<file path="src/rtl/fan_tach_pkg.sv">
// Package: shared helpers for the fan tachometer counter.
// Assumes divisor codes are small unsigned values (below 31).
package fan_tach_pkg;

    // Edge count index that closes a window for a given divisor code.
    function automatic int unsigned last_edge_index(input int unsigned code);
        return (32'd1 << code) - 32'd1;
    endfunction

endpackage

</file>
<file path="src/rtl/tach_edge_detect.sv">
// tach_edge_detect: brings one asynchronous tach line into the clock domain
// through two flops, then flags each rising transition for one cycle.
// Assumes the tach line stays high and low for at least one clock each.
module tach_edge_detect (
    input  logic clk,
    input  logic rst_n,
    input  logic tach_i,
    output logic rise_o
);
    logic meta_q, sync_q, prev_q;

    // Two-stage synchroniser plus a delayed copy for edge detection.
    always_ff @(posedge clk) begin
        if (!rst_n) begin
            meta_q <= 1'b0;
            sync_q <= 1'b0;
            prev_q <= 1'b0;
        end else begin
            meta_q <= tach_i;
            sync_q <= meta_q;
            prev_q <= sync_q;
        end
    end

    // Rising transition of the synchronised line.
    always_comb rise_o = sync_q & ~prev_q;

    AST_RISE_SINGLE: assert property (@(posedge clk) disable iff (!rst_n)
        rise_o |=> !rise_o);
endmodule

</file>
<file path="src/rtl/tach_prescaler.sv">
// tach_prescaler: counts synchronised tach edges and marks the edge that
// ends a window of 2^code periods. Assumes rise_i is a one-cycle pulse.
// If the code is lowered in the middle of a window, that window ends at
// the next edge.
module tach_prescaler #(
    parameter int DIV_W = 3
) (
    input  logic             clk,
    input  logic             rst_n,
    input  logic             rise_i,
    input  logic [DIV_W-1:0] code_i,
    output logic             window_end_o
);
    import fan_tach_pkg::*;

    localparam int EC_W = (1 << DIV_W) - 1;

    logic [EC_W-1:0] edge_cnt_q;
    logic [EC_W-1:0] last_idx;

    // Index of the edge that completes the window.
    always_comb begin
        last_idx     = EC_W'(last_edge_index(int'(code_i)));
        window_end_o = rise_i && (edge_cnt_q >= last_idx);
    end

    // Edges seen since the previous window boundary.
    always_ff @(posedge clk) begin
        if (!rst_n)
            edge_cnt_q <= '0;
        else if (rise_i)
            edge_cnt_q <= window_end_o ? '0 : edge_cnt_q + 1'b1;
    end

    AST_WINDOW_SPACED: assert property (@(posedge clk) disable iff (!rst_n)
        (window_end_o && code_i != '0) |=> !window_end_o);
endmodule

</file>
<file path="src/rtl/tach_period_counter.sv">
// tach_period_counter: counts reference ticks inside a window, latches
// the result at the window end or at saturation, and keeps a sticky
// over-limit alarm. Assumes window_end_i is a one-cycle pulse. The tick
// that falls in the boundary cycle belongs to the next window.
module tach_period_counter #(
    parameter int CNT_W = 8
) (
    input  logic             clk,
    input  logic             rst_n,
    input  logic             tick_i,
    input  logic             window_end_i,
    input  logic [CNT_W-1:0] limit_i,
    input  logic             clr_i,
    output logic [CNT_W-1:0] count_o,
    output logic             alarm_o
);
    localparam logic [CNT_W-1:0] CNT_MAX = '1;

    logic [CNT_W-1:0] run_q;
    logic             sat_hit;
    logic             publish;
    logic [CNT_W-1:0] pub_val;

    // Decide when and what to latch.
    always_comb begin
        sat_hit = tick_i && !window_end_i && (run_q == CNT_MAX - 1'b1);
        publish = window_end_i || sat_hit;
        pub_val = window_end_i ? run_q : CNT_MAX;
    end

    // Running count of reference ticks, saturating at the maximum.
    always_ff @(posedge clk) begin
        if (!rst_n)
            run_q <= '0;
        else if (window_end_i)
            run_q <= tick_i ? CNT_W'(1) : '0;
        else if (tick_i && run_q != CNT_MAX)
            run_q <= run_q + 1'b1;
    end

    // Latched count register.
    always_ff @(posedge clk) begin
        if (!rst_n)
            count_o <= '0;
        else if (publish)
            count_o <= pub_val;
    end

    // Sticky alarm; a set in the same cycle wins over the clear.
    always_ff @(posedge clk) begin
        if (!rst_n)
            alarm_o <= 1'b0;
        else if (publish && pub_val > limit_i)
            alarm_o <= 1'b1;
        else if (clr_i)
            alarm_o <= 1'b0;
    end

    AST_SAT_HOLD: assert property (@(posedge clk) disable iff (!rst_n)
        (run_q == CNT_MAX && !window_end_i) |=> run_q == CNT_MAX);
    AST_ALARM_STICKY: assert property (@(posedge clk) disable iff (!rst_n)
        (alarm_o && !clr_i) |=> alarm_o);
    AST_ALARM_CAUSE: assert property (@(posedge clk) disable iff (!rst_n)
        $rose(alarm_o) |-> count_o > $past(limit_i));
    AST_COUNT_HELD: assert property (@(posedge clk) disable iff (!rst_n)
        (!window_end_i && !tick_i) |=> $stable(count_o));
endmodule

</file>
<file path="src/rtl/fan_tach_monitor.sv">
// fan_tach_monitor: top level holding one tach measurement channel per fan.
// Each channel chains a synchroniser and edge detector, a divisor prescaler
// and a saturating period counter with a sticky alarm. Assumes ref_tick is
// a one-cycle enable in the clk domain.
module fan_tach_monitor #(
    parameter int NUM_FANS = 3,
    parameter int CNT_W    = 8,
    parameter int LO_W     = 2
) (
    input  logic                      clk,
    input  logic                      rst_n,
    input  logic                      ref_tick,
    input  logic [NUM_FANS-1:0]       tach_in,
    input  logic [NUM_FANS*LO_W-1:0]  div_lo,
    input  logic [NUM_FANS-1:0]       div_hi,
    input  logic [NUM_FANS*CNT_W-1:0] limit,
    input  logic                      clr_alarm,
    output logic [NUM_FANS*CNT_W-1:0] count_out,
    output logic [NUM_FANS-1:0]       alarm
);
    localparam int DIV_W = LO_W + 1;

    // One independent channel per fan.
    for (genvar g = 0; g < NUM_FANS; g++) begin : g_fan
        logic             rise;
        logic             win_end;
        logic [DIV_W-1:0] code;

        // Join the split divisor code fields.
        always_comb code = {div_hi[g], div_lo[g*LO_W +: LO_W]};

        tach_edge_detect u_edge (
            .clk    (clk),
            .rst_n  (rst_n),
            .tach_i (tach_in[g]),
            .rise_o (rise)
        );

        tach_prescaler #(.DIV_W(DIV_W)) u_pre (
            .clk          (clk),
            .rst_n        (rst_n),
            .rise_i       (rise),
            .code_i       (code),
            .window_end_o (win_end)
        );

        tach_period_counter #(.CNT_W(CNT_W)) u_cnt (
            .clk          (clk),
            .rst_n        (rst_n),
            .tick_i       (ref_tick),
            .window_end_i (win_end),
            .limit_i      (limit[g*CNT_W +: CNT_W]),
            .clr_i        (clr_alarm),
            .count_o      (count_out[g*CNT_W +: CNT_W]),
            .alarm_o      (alarm[g])
        );
    end
endmodule

</file>
<file path="config.mk">
export PLATFORM = sky130hd
export DESIGN_NAME = fan_tach_monitor
export DESIGN_NICKNAME = d
export VERILOG_FILES = /design/src/rtl/fan_tach_pkg.sv /design/src/rtl/tach_edge_detect.sv /design/src/rtl/tach_prescaler.sv /design/src/rtl/tach_period_counter.sv /design/src/rtl/fan_tach_monitor.sv
export SDC_FILE = /design/constraint.sdc
export NUM_CORES = 1
export LEC_CHECK = 0
export BUFFER_PORTS_ARGS = -buffer_cell sky130_fd_sc_hd__buf_2
export CAP_MARGIN = 20
export CORE_MARGIN = 3
export CORE_UTILIZATION = 52
export DETAILED_ROUTE_END_ITERATION = 6
export PLACE_DENSITY_LB_ADDON = 0.25
export SLEW_MARGIN = 20
export SYNTH_ARGS = -nofsm -noshare
export SYNTH_HDL_FRONTEND = slang
export SYNTH_HIERARCHICAL = 1
export SYNTH_SLANG_ARGS = --single-unit
</file>
<file path="constraint.sdc">
create_clock -name clk -period 3.1 [get_ports clk]
set_input_delay 0.62 -clock clk [delete_from_list [all_inputs] [get_ports clk]]
set_output_delay 0.62 -clock clk [all_outputs]
set_load 0.02 [all_outputs]
</file>
# ---- After elaboration in Yosys (flattened, before gate mapping)
# Cells that the tools add are included.
dict set report word_totals {
  register_bits 81
  input_bits 40
  output_inout_bits 27
  elab_cells 95
}
dict set report classes {
  addsub 9
  n_lt_le_gt_ge 6
  eq_ne 6
  shift 3
  mux 17
  bitwise_logic 6
  reduce_logical 27
}
# op count
set ops {}
lappend ops {{2-to-1 mux 8 bit} 9}
lappend ops {{adder 8 x 1 -> 8 bit, second input constant} 3}
lappend ops {{== test 8 bit, second input constant} 3}
lappend ops {{greater-than comparator 8 bit} 3}
lappend ops {{!= test 8 bit, second input constant} 3}
lappend ops {{adder 7 x 1 -> 7 bit, second input constant} 3}
lappend ops {{>= comparator 7 bit} 3}
lappend ops {{2-to-1 mux 7 bit} 3}
lappend ops {{<< shifter 1 x 3 -> 7 bit, first input constant} 3}
lappend ops {{subtractor 7 x 1 -> 7 bit, second input constant} 3}
lappend ops {{logical AND 1 bit} 15}
lappend ops {{nonzero test 2 bit} 6}
lappend ops {{2-to-1 mux 1 bit} 5}
lappend ops {{bitwise AND 1 bit} 3}
lappend ops {{logical NOT 1 bit} 3}
lappend ops {{logical OR 1 bit} 3}
lappend ops {{NOT 1 bit} 3}

# ---- Depth between registers and ports, before layout
dict set report logic_depth {
  word_depth 10
  depth_mapped 13
  mapped_depth_nobuf 13
}

# ---- By module
# The synthesis kept the hierarchy.
# module instances cells_each area_per_inst_um2 seq_area_each_um2
set by_module_without_submodules {}
lappend by_module_without_submodules {{tach_period_counter (g_fan[1].u_cnt ...)} 2 107 998.5 340.3}
lappend by_module_without_submodules {tach_prescaler 3 56 528.0 140.1}
lappend by_module_without_submodules {{tach_period_counter (g_fan[0].u_cnt)} 1 107 999.7 340.3}
lappend by_module_without_submodules {tach_edge_detect 3 7 92.6 60.1}

# ---- Worst setup path after synthesis
# No wires, ideal clock.
dict set report synth_path {
  path_type {input port to flip-flop}
  start {input div_lo[0]}
  end {register g_fan[0].u_cnt.alarm_o}
  setup_ns 0.117
  t_arrival_ns 3.131
  t_required_ns 2.983
  setup_slack_ns -0.148
  path_stages 12
  n_path_buf 0
  cell_sequence {or3_1 > ha_1 > nand2b_4 > a2111oi_4 > or2_1 > a31oi_1 > nand2b_1 > ha_1 > nor2b_1 > o211ai_1 > a21oi_1 > a2bb2oi_2}
}
dict set report synth_between {
  elab_cells_between_ends 13
  cone_classes {add/sub: 1; order compare: 2; shift: 1; mux: 2; reduce/logical: 7}
}
# item line
set synth_lines {}
lappend synth_lines {{from (decl)} fan_tach_monitor.sv:14} ;# input logic [NUM_FANS*LO_W-1:0] div_lo,
lappend synth_lines {{<< shifter 1 x 3 -> 7 bit *} fan_tach_pkg.sv:7} ;# return (32'd1 << code) - 32'd1;
lappend synth_lines {{subtractor 7 x 1 -> 7 bit *} fan_tach_pkg.sv:7}
lappend synth_lines {{>= comparator 7 bit *} tach_prescaler.sv:24} ;# window_end_o = rise_i && (edge_cnt_q >= last_idx);
lappend synth_lines {{logical AND 1 bit *} tach_prescaler.sv:24}
lappend synth_lines {{named net g_fan[0].win_end} fan_tach_monitor.sv:26} ;# logic win_end;
lappend synth_lines {{2-to-1 mux 8 bit *} tach_period_counter.sv:28} ;# pub_val = window_end_i ? run_q : CNT_MAX;
lappend synth_lines {{named net g_fan[0].u_cnt.pub_val[1]} tach_period_counter.sv:22} ;# logic [CNT_W-1:0] pub_val;
lappend synth_lines {{greater-than comparator 8 bit *} tach_period_counter.sv:53} ;# else if (publish && pub_val > limit_i)
lappend synth_lines {{logical AND 1 bit *} tach_period_counter.sv:53}
lappend synth_lines {{2-to-1 mux 1 bit or nonzero test 2 bit (tied branches)} -}
lappend synth_lines {{to (signal assigned)} tach_period_counter.sv:52} ;# alarm_o <= 1'b0;
lappend synth_lines {{to (signal assigned)} tach_period_counter.sv:54} ;# alarm_o <= 1'b1;
lappend synth_lines {{to (signal assigned)} tach_period_counter.sv:56} ;# alarm_o <= 1'b0;
lappend synth_lines {{to (decl)} tach_period_counter.sv:15} ;# output logic alarm_o
# The timed path passes the listed nets; every way through them passes the cells marked *.
# A chain may end at the register's enable or synchronous reset.

# ---- Worst setup path after layout
# Ends and elaborated chain as after synthesis.

==> results.json <==
{
  "cts_max_level": 3,
  "vias_per_cell": 5.62,
  "leakage_nw": 2.73,
  "cts_tree": "built",
  "synth_cells": 510,
  "post_cts_resized": 0,
  "fin_util": 0.655,
  "finalHoldWorstSlack_ns": 0.435,
  "finalWirelength_um": 10300,
  "cts_root_buf": "clkbuf_8",
  "synth_warnings": 6,
  "drive_gt1_frac": 0.276,
  "grt_max_degree": 25,
  "fp.dieW_um": 103,
  "die_h_um": 103,
  "postRouteAntennaNets": 0,
  "drv_slew": 0,
  "overflow": 0,
  "netlist_top_cells_area": "dfxtp_1 33%, ha_1 14%, o211a_1 4.3%",
  "power_density_nw_per_um2": 344,
  "regToRegStartpoint": "g_fan[2].u_pre/edge_cnt_q[0]",
  "dpl.cell_count": 718,
  "wl_per_cell_um": 14.1,
  "fin_cells": 731,
  "syn-num-nets": 604,
  "r2r_cells": 12,
  "synth_top_cell_by_area": "dfxtp_1",
  "relSlewSlack": 0.688,
  "rsz0062_at_grt": "false",
  "pwr-share-comb": 0.120,
  "final_hold_viol_count": 0,
  "ctsHoldBuffers": 0,
  "cts_buffer_depth": 2,
  "switching_share": 0.243,
  "synth_common_cells": "81 x dfxtp_1, 54 x ha_1, 45 x nor2_1, 36 x inv_1, 32 x nand2_1",
  "cp-start-kind": "input port",
  "antenna_found_initial": 0,
  "synth_area_um2": 4860,
  "synth_top_area_frac": 0.334,
  "gp_congestion": 0.917,
  "max_freq_mhz": 343,
  "clock_latency_ns": 0.34,
  "clkPwrFrac": 0.344,
  "critPathMaxFanout": 7,
  "antennaDiodeCount": 0,
  "required_ns": 3.34,
  "drc": 0,
  "end_kind": "flip-flop",
  "power_switching_w": 0.000486,
  "vias": 4108,
  "syn_avg_cell_area_um2": 9.53,
  "dr.pass1.iters": 4,
  "post-route-period-util": 0.940,
  "num_io_pins": 67,
  "cts_setup_buffers": 0,
  "synth-edff-count": 0,
  "start_util": 0.546,
  "ir_drop_mv": 0.204,
  "period_minus_slack_ns": 2.91,
  "ys.flop_type": "dfxtp_1",
  "endpoint": "g_fan[0].u_cnt/alarm_o",
  "grt_usage": 0.206,
  "rrSetupSlack_ns": 0.44,
  "clock-sinks": 81,
  "critical_path_arrival_ns": 3.15,
  "critPathLaunch": "div_lo[0]",
  "io_buffers": 66,
  "core_area_um2": 8890,
  "post-dp-hpwl_um": 8030,
  "fin_skew_ns": 0.00618,
  "finalSetupViolCount": 0,
  "worstHoldStart": "g_fan[2].u_edge/meta_q",
  "rows": 34,
  "p_int_w": 0.00151,
  "area_delta_synth_final_pct": 19.8,
  "finalNetCount": 715,
  "cts-buffers-inserted": 9,
  "synth.ff_latch_count": 81,
  "timing.rr.end": "g_fan[2].u_cnt/alarm_o",
  "tightest_slew_ns": 0.469,
  "first_global_vias": 3948,
  "ys_seq_area_frac": 0.334,
  "p_seq_frac": 0.536,
  "synth_cell_type_count": 50,
  "multi_input_area_um2": 3060,
  "clk_pin_slew_worst_paths_ns": 0.07,
  "dieArea_um2": 10500,
  "status": "completed",
  "crit_type": "in -> reg",
  "grt_pass1_wl_um": 17700,
  "async_flop_share": 0,
  "fill_cells": 745,
  "synth.most_common_cell": "dfxtp_1",
  "drt_iter0_drc": 130,
  "drv_cap": 0,
  "ff_latch_area_um2": 1620,
  "min_path_type": "reg -> reg"
}
area by class of cell:
cell class / instances / area share
tap: 108 / 0.0232
inverter: 42 / 0.0271
multi-input combinational: 375 / 0.526
clock buffer: 13 / 0.0290
sequential: 81 / 0.279
timing repair buffer: 112 / 0.116
stage by stage:
step	TNS (ns)	setup WS [ns]	area (um2)	total power, W
2_1_floorplan	0	0.00725	4900	0.00125
3_3_place_gp	-0.284	-0.130	5650	0.00132
3_5_place_dp	-0.557	-0.184	5650	0.00134
4_1_cts	0	0.188	5820	0.00203
5_1_grt	0	0.0288	5820	0.00210
6_report	0	0.185	5820	0.00200
cell usage in the layout, fill, tap and decap left out, drive strengths merged, types with 4 or more instances in the layout:
cell	Yosys	final
buf	9	112
dfxtp	81	81
ha	54	54
nor2	45	45
inv	42	42
nand2	32	32
a21oi	26	26
o211a	21	21
nand2b	21	21
nand3	20	20
xnor2	15	15
clkbuf	3	13
nand4	12	12
a211oi	9	9
and2	9	9
xor2	9	9
a31oi	9	9
and3	9	9
o211ai	8	8
o21a	6	6
a2111oi	6	6
nor2b	6	6
o21ai	6	6
a21o	4	4
registers in the layout, summed over array words and instances (netlist names):
| register | cells |
|---|---|
| g_fan.u_cnt/run_q | 24 |
| g_fan.u_edge/sync_q | 3 |
| g_fan.u_edge/prev_q | 3 |
| g_fan.u_edge/meta_q | 3 |
| g_fan.u_cnt/count_o | 24 |
| g_fan.u_pre/edge_cnt_q | 21 |
| g_fan.u_cnt/alarm_o | 3 |
how the worst min path moves through the flow:
stage	to	slack (ns)	cells past startpoint
2_1_floorplan	g_fan[0].u_edge/sync_q	0.41	1
3_3_place_gp	g_fan[0].u_edge/sync_q	0.41	1
3_5_place_dp	g_fan[0].u_edge/sync_q	0.42	1
4_1_cts	g_fan[0].u_edge/sync_q	0.44	1
5_1_grt	g_fan[0].u_edge/sync_q	0.46	1
6_report	g_fan[2].u_edge/sync_q	0.44	1
layer usage:
| metal | vias up | GRT usage | routed length, um |
|---|---|---|---|
| li1 | 2074 | - | - |
| met1 | 1925 | 0.278 | 4970 |
| met2 | 98 | 0.338 | 4780 |
| met3 | 11 | 0.0311 | 419 |
| met4 | 0 | 0.0686 | 154 |
| met5 | - | 0 | 0 |
worst max-delay path: stages:
cell	delay [ns]
buf_2	0.10
or3_1	0.36
ha_1	0.27
nand2b_4	0.15
a2111oi_4	0.35
or2_1	0.19
a31oi_4	0.14
nand2b_1	0.15
ha_1	0.25
nor2b_1	0.13
o211ai_1	0.15
a21oi_1	0.11
a2bb2oi_2	0.16
power groups by stage:
stage	Clock, W	Combinational [W]	Sequential [W]
floorplan	0	0.000156	0.00109
detailed placement	0	0.000239	0.00110
finish	0.000688	0.000239	0.00107
global route	0.000756	0.000270	0.00107
global placement	0	0.000228	0.00110
CTS	0.000714	0.000241	0.00107
logic make-up after synthesis:
kind of cell | share of synthesized area
xor+xnor | 0.0433
buf+inv | 0.0456
compound gates | 0.240
mux | 0.00618
flops | 0.334
fa+ha+maj | 0.139
simple gates | 0.192
Power figures use the tool's default switching activity.
